File: src/rtl/bfly_pkg.sv
package bfly_pkg;
    localparam int ADDR_W = 3;
    localparam int LINES  = 1 << ADDR_W;

    typedef logic [ADDR_W-1:0] term_t;

    typedef struct packed {
        logic  valid;
        term_t src;
        term_t dst;
        term_t origin;
    } hdr_t;

    function automatic term_t route_tag(term_t s, term_t d);
        return s ^ d;
    endfunction
endpackage

File: src/rtl/bfly_switch2.sv
module bfly_switch2
    import bfly_pkg::*;
#(
    parameter int STAGE  = 0,
    parameter int DATA_W = 16
) (
    input  hdr_t              lo_hdr,
    input  logic [DATA_W-1:0] lo_dat,
    input  hdr_t              hi_hdr,
    input  logic [DATA_W-1:0] hi_dat,
    output hdr_t              olo_hdr,
    output logic [DATA_W-1:0] olo_dat,
    output hdr_t              ohi_hdr,
    output logic [DATA_W-1:0] ohi_dat,
    output logic              drop_lo,
    output logic              drop_hi
);
    term_t tag_lo, tag_hi;
    logic  lo_str, lo_crs, hi_str, hi_crs;

    always_comb begin
        tag_lo = route_tag(lo_hdr.src, lo_hdr.dst);
        tag_hi = route_tag(hi_hdr.src, hi_hdr.dst);
        lo_str = lo_hdr.valid && !tag_lo[STAGE];
        lo_crs = lo_hdr.valid &&  tag_lo[STAGE];
        hi_str = hi_hdr.valid && !tag_hi[STAGE];
        hi_crs = hi_hdr.valid &&  tag_hi[STAGE];

        olo_hdr = '0;
        olo_dat = '0;
        if (lo_str) begin
            olo_hdr = lo_hdr;
            olo_dat = lo_dat;
        end else if (hi_crs) begin
            olo_hdr = hi_hdr;
            olo_dat = hi_dat;
        end

        ohi_hdr = '0;
        ohi_dat = '0;
        if (hi_str) begin
            ohi_hdr = hi_hdr;
            ohi_dat = hi_dat;
        end else if (lo_crs) begin
            ohi_hdr = lo_hdr;
            ohi_dat = lo_dat;
        end

        drop_lo = lo_crs && hi_str;
        drop_hi = hi_crs && lo_str;
    end
endmodule

File: src/rtl/bfly_stage.sv
module bfly_stage
    import bfly_pkg::*;
#(
    parameter int STAGE  = 0,
    parameter int DATA_W = 16
) (
    input  logic                         clk,
    input  logic                         rst,
    input  hdr_t [LINES-1:0]             in_hdr,
    input  logic [LINES-1:0][DATA_W-1:0] in_dat,
    input  logic [LINES-1:0]             in_blk,
    output hdr_t [LINES-1:0]             out_hdr,
    output logic [LINES-1:0][DATA_W-1:0] out_dat,
    output logic [LINES-1:0]             out_blk
);
    localparam int PAIRS = LINES / 2;
    localparam int SBIT  = 1 << STAGE;

    hdr_t [LINES-1:0]             nxt_hdr;
    logic [LINES-1:0][DATA_W-1:0] nxt_dat;
    logic [LINES-1:0]             drop_line;
    logic [LINES-1:0]             nxt_blk;
    term_t                        line_tag [LINES];

    for (genvar p = 0; p < PAIRS; p++) begin : g_sw
        localparam int LO = ((p >> STAGE) << (STAGE + 1)) | (p & (SBIT - 1));
        localparam int HI = LO | SBIT;
        bfly_switch2 #(.STAGE(STAGE), .DATA_W(DATA_W)) u_sw (
            .lo_hdr  (in_hdr[LO]),
            .lo_dat  (in_dat[LO]),
            .hi_hdr  (in_hdr[HI]),
            .hi_dat  (in_dat[HI]),
            .olo_hdr (nxt_hdr[LO]),
            .olo_dat (nxt_dat[LO]),
            .ohi_hdr (nxt_hdr[HI]),
            .ohi_dat (nxt_dat[HI]),
            .drop_lo (drop_line[LO]),
            .drop_hi (drop_line[HI])
        );
    end

    always_comb begin
        nxt_blk = in_blk;
        for (int j = 0; j < LINES; j++) begin
            line_tag[j] = route_tag(in_hdr[j].src, in_hdr[j].dst);
            if (drop_line[j]) nxt_blk[in_hdr[j].origin] = 1'b1;
        end
    end

    always_ff @(posedge clk) begin
        if (rst) begin
            out_hdr <= '0;
            out_dat <= '0;
            out_blk <= '0;
        end else begin
            out_hdr <= nxt_hdr;
            out_dat <= nxt_dat;
            out_blk <= nxt_blk;
        end
    end

    for (genvar j = 0; j < LINES; j++) begin : g_chk
        localparam int PART = j ^ SBIT;

        AST_STRAIGHT_HOLDS: assert property (@(posedge clk) disable iff (rst)
            (in_hdr[j].valid && !line_tag[j][STAGE]) |=>
            (out_hdr[j].valid && out_hdr[j].origin == $past(in_hdr[j].origin)));

        AST_CROSS_MOVES: assert property (@(posedge clk) disable iff (rst)
            (in_hdr[j].valid && line_tag[j][STAGE] &&
             !(in_hdr[PART].valid && !line_tag[PART][STAGE])) |=>
            (out_hdr[PART].valid && out_hdr[PART].origin == $past(in_hdr[j].origin)));
    end
endmodule

File: src/rtl/bfly_xor_router.sv
module bfly_xor_router
    import bfly_pkg::*;
#(
    parameter int DATA_W = 16
) (
    input  logic                      clk,
    input  logic                      rst,
    input  logic [LINES-1:0]          in_valid,
    input  logic [LINES*ADDR_W-1:0]   in_src,
    input  logic [LINES*ADDR_W-1:0]   in_dst,
    input  logic [LINES*DATA_W-1:0]   in_data,
    output logic [LINES-1:0]          out_valid,
    output logic [LINES*ADDR_W-1:0]   out_src,
    output logic [LINES*ADDR_W-1:0]   out_dst,
    output logic [LINES*DATA_W-1:0]   out_data,
    output logic [LINES-1:0]          blocked
);
    localparam int STAGES = ADDR_W;

    hdr_t [LINES-1:0]             hdr_s [STAGES+1];
    logic [LINES-1:0][DATA_W-1:0] dat_s [STAGES+1];
    logic [LINES-1:0]             blk_s [STAGES+1];

    always_comb begin
        for (int p = 0; p < LINES; p++) begin
            hdr_s[0][p].valid  = in_valid[p];
            hdr_s[0][p].src    = in_src[p*ADDR_W +: ADDR_W];
            hdr_s[0][p].dst    = in_dst[p*ADDR_W +: ADDR_W];
            hdr_s[0][p].origin = term_t'(p);
            dat_s[0][p]        = in_data[p*DATA_W +: DATA_W];
        end
        blk_s[0] = '0;
    end

    for (genvar s = 0; s < STAGES; s++) begin : g_stage
        bfly_stage #(.STAGE(s), .DATA_W(DATA_W)) u_stage (
            .clk     (clk),
            .rst     (rst),
            .in_hdr  (hdr_s[s]),
            .in_dat  (dat_s[s]),
            .in_blk  (blk_s[s]),
            .out_hdr (hdr_s[s+1]),
            .out_dat (dat_s[s+1]),
            .out_blk (blk_s[s+1])
        );
    end

    always_comb begin
        for (int j = 0; j < LINES; j++) begin
            out_valid[j]                 = hdr_s[STAGES][j].valid;
            out_src[j*ADDR_W +: ADDR_W]  = hdr_s[STAGES][j].src;
            out_dst[j*ADDR_W +: ADDR_W]  = hdr_s[STAGES][j].dst;
            out_data[j*DATA_W +: DATA_W] = dat_s[STAGES][j];
        end
        blocked = blk_s[STAGES];
    end

    logic [1:0] warm;
    always_ff @(posedge clk) begin
        if (rst)               warm <= '0;
        else if (warm != 2'd3) warm <= warm + 2'd1;
    end

    AST_CONSERVE: assert property (@(posedge clk) disable iff (rst)
        (warm == 2'd3) |->
        ($countones(out_valid) + $countones(blocked) == $countones($past(in_valid, 3))));

    for (genvar j = 0; j < LINES; j++) begin : g_line
        AST_LINE_MATCH: assert property (@(posedge clk) disable iff (rst)
            out_valid[j] |->
            (term_t'(j) == (hdr_s[STAGES][j].origin ^ hdr_s[STAGES][j].src ^ hdr_s[STAGES][j].dst)));
    end
endmodule

File: config.mk
export PLATFORM = sky130hd
export DESIGN_NAME = bfly_xor_router
export DESIGN_NICKNAME = d
export VERILOG_FILES = /design/src/rtl/bfly_pkg.sv /design/src/rtl/bfly_switch2.sv /design/src/rtl/bfly_stage.sv /design/src/rtl/bfly_xor_router.sv
export SDC_FILE = /design/constraint.sdc
export NUM_CORES = 1
export LEC_CHECK = 0
export BUFFER_PORTS_ARGS = -buffer_cell sky130_fd_sc_hd__buf_2
export CAP_MARGIN = 0
export CORE_UTILIZATION = 53
export DETAILED_ROUTE_END_ITERATION = 7
export PLACE_DENSITY = 0.75
export SYNTH_ARGS = -nofsm -noshare
export SYNTH_HDL_FRONTEND = slang
export SYNTH_HIERARCHICAL = 1
export SYNTH_SLANG_ARGS = --single-unit
File: constraint.sdc
create_clock -name clk -period 2.2 [get_ports clk]
set_input_delay 0.44 -clock clk [delete_from_list [all_inputs] [get_ports clk]]
set_output_delay 0.44 -clock clk [all_outputs]
set_load 0.02 [all_outputs]
==> qor.csv <==
stage;metric;value;unit
clock_network;post_cts_buffers;0;
power_and_ir_drop;p_total;0.0278;W
critical_path;cp.required;2.70;ns
hold_path;hp-class;in2reg;
critical_path;critPathBufInv;0;
place;port_buffers;377;
critical_path;critPathLaunchType;register;
critical_path;rr_startpoint;g_stage[1].u_stage/out_hdr[15];
routing;drt-initial-drc-count;2788;
global_routing;grt_remaining_overflow;0;
routing;antenna_left;0;
floorplan;row_count;96;
clock_network;clkLatencyLatePin;0.63;ns
power_and_ir_drop;power.leakage;16.3;nW
place;dp_hpwl;89.5;mm
routing;totalWireLength;114;mm
floorplan;dieArea;71400;um2
timing;maxSlewHeadroom;56.9;%
timing;finalCritPeriodShare;96.5;%
hold_path;min_from;in_data[49];
logic_synthesis;synth-warning-count;6;
logic_synthesis;syn-instance-count;3772;
power_and_ir_drop;pwr_density_cell;654;nW/um2
timing;worst_slew_pin_slew;0.642;ns
critical_path;cpMaxStageDelayCell;dfxtp_1;
timing;fmax;471;MHz
clock_network;cts_buffers;68;
layout;regArea;12500;um2
layout;multi_input_area;20700;um2
global_routing;grt_pass1_vias;27000;
logic_synthesis;syn_area;37300;um2
floorplan;die_h;267;um
layout;final_common_cell;nor2b_1;
timing;final_max_slew_viol_count;0;
flow_run;cap_violations;0;
routing;via_per_inst;5.46;
clock_network;ctsResizeCount;2;
layout;fin_area;42500;um2
global_routing;grt_max_degree;95;
hold_path;whs_path_depth;4;
layout;final_cell_mix;627 x nor2b_1, 624 x dfxtp_1, 535 x inv_1;
critical_path;cp-startpoint;g_stage[1].u_stage/out_hdr[15];
critical_path;path_max_fanout;8;
clock_network;h-tree-depth;3;
clock_network;clk_pin_slew_worst_paths;0.06;ns
critical_path;crit_arrival;2.62;ns
critical_path;crit_path_end_kind;register;
clock_network;cts_tree;yes;
clock_network;max-clock-path-buffers;3;
run_status;status;completed;
place;gp_congestion;1.01;
floorplan;core;69100;um2
floorplan;start_util;53.9;%
routing;drt_pass1_iterations;6;
place;placed_cell_area;40200;um2
timing;rsz0062_at_grt;no;
timing;post-route-min-period;2.12;ns
layout;nFillCells;5653;
critical_path;cp_top_family;simple AND/OR/NAND/NOR gates;
floorplan;io-pin-count;378;
layout;final_nets;4431;
routing;drc;0;
timing;hold_viol;0;
global_routing;antenna_found_initial;13;
global_routing;grt_pass1_wl;167;mm
layout;drive_gt1_share;28.5;%
clock_network;cts_root_buf;clkbuf_16;
critical_path;worstSetupPathType;reg2reg;
logic_synthesis;avgSynthCellArea;9.88;um2
critical_path;worst_r2r_path_depth;6;
power_and_ir_drop;ir_worst_vdd;0.455;mV
timing;setup-tns-final;0;ns
timing;setup_viol;0;
routing;wl_per_cell;21.7;um
clock_network;hold_buffers;0;
critical_path;path_depth;6;
critical_path;path_cells;xnor2_2, nand2b_2, nor2_1, nand4_1, and4_1, a31oi_2;
critical_path;crit_path_max_incr_delay;0.47;ns
layout;synthToLayoutAreaGrowth;14.0;%
global_routing;grt_usage;31.2;%
floorplan;dieWidth;267;um
timing;clock_skew;0.0349;ns
clock_network;cts_sinks;624;
routing;routed-via-count;28500;
==> final cells by class <==
| type | count | area share (%) |
|---|---|---|
| diodes | 2 | 0.0118 |
| clock buffers | 97 | 4.62 |
| clock inverters | 23 | 0.757 |
| inverters | 535 | 4.73 |
| multi-input cells | 2444 | 48.7 |
| flip-flops and latches | 624 | 29.4 |
| well taps | 931 | 2.74 |
| repair buffers | 572 | 9.00 |
==> stage by stage <==
stage | util, % | setup WS [ns] | instances | hold WS (ns)
detailed placement | 58.2 | 0.0110 | 5106 | 0.496
floorplan | - | 0.119 | 3939 | 0.454
global placement | 58.2 | 0.0106 | 5106 | 0.486
CTS | 61.5 | 0.0684 | 5226 | 0.159
finish | 61.5 | 0.0773 | 5228 | 0.188
global route | 61.5 | 0.0119 | 5226 | 0.195
==> worst min-delay path: stages <==
cell,delay [ns]
buf_2,0.09
nand3_1,0.07
o31ai_1,0.06
nor2b_1,0.11
==> per-layer routing <==
layer | routed length [um] | global-route usage [%]
met2 | 53100 | 51.0
met1 | 47400 | 40.5
met5 | 69 | 0
met3 | 8440 | 5.23
met4 | 4690 | 12.9
==> state kept, by name, summed over array words and instances (netlist names) <==
| name | count |
|---|---|
| g_stage.u_stage/out_blk | 24 |
| g_stage.u_stage/out_dat | 384 |
| g_stage.u_stage/out_hdr | 216 |
==> worst paths after layout <==
path | endpoint | slack [ns]
max reg2reg | g_stage[2].u_stage/out_blk[7] | 0.08
min reg2reg | g_stage[1].u_stage/out_blk[1] | 0.49
max | g_stage[2].u_stage/out_blk[7] | 0.08
min | g_stage[0].u_stage/out_dat[49] | 0.19
==> report_power, final <==
group	switching, W	internal, W	leakage (nW)
Clock	0.00467	0.00694	1.10
Combinational	0.00272	0.00145	10.2
Sequential	0.000371	0.0116	5.06
Total	0.00776	0.0200	16.3
No activity file was read; power rests on OpenSTA's default activity.
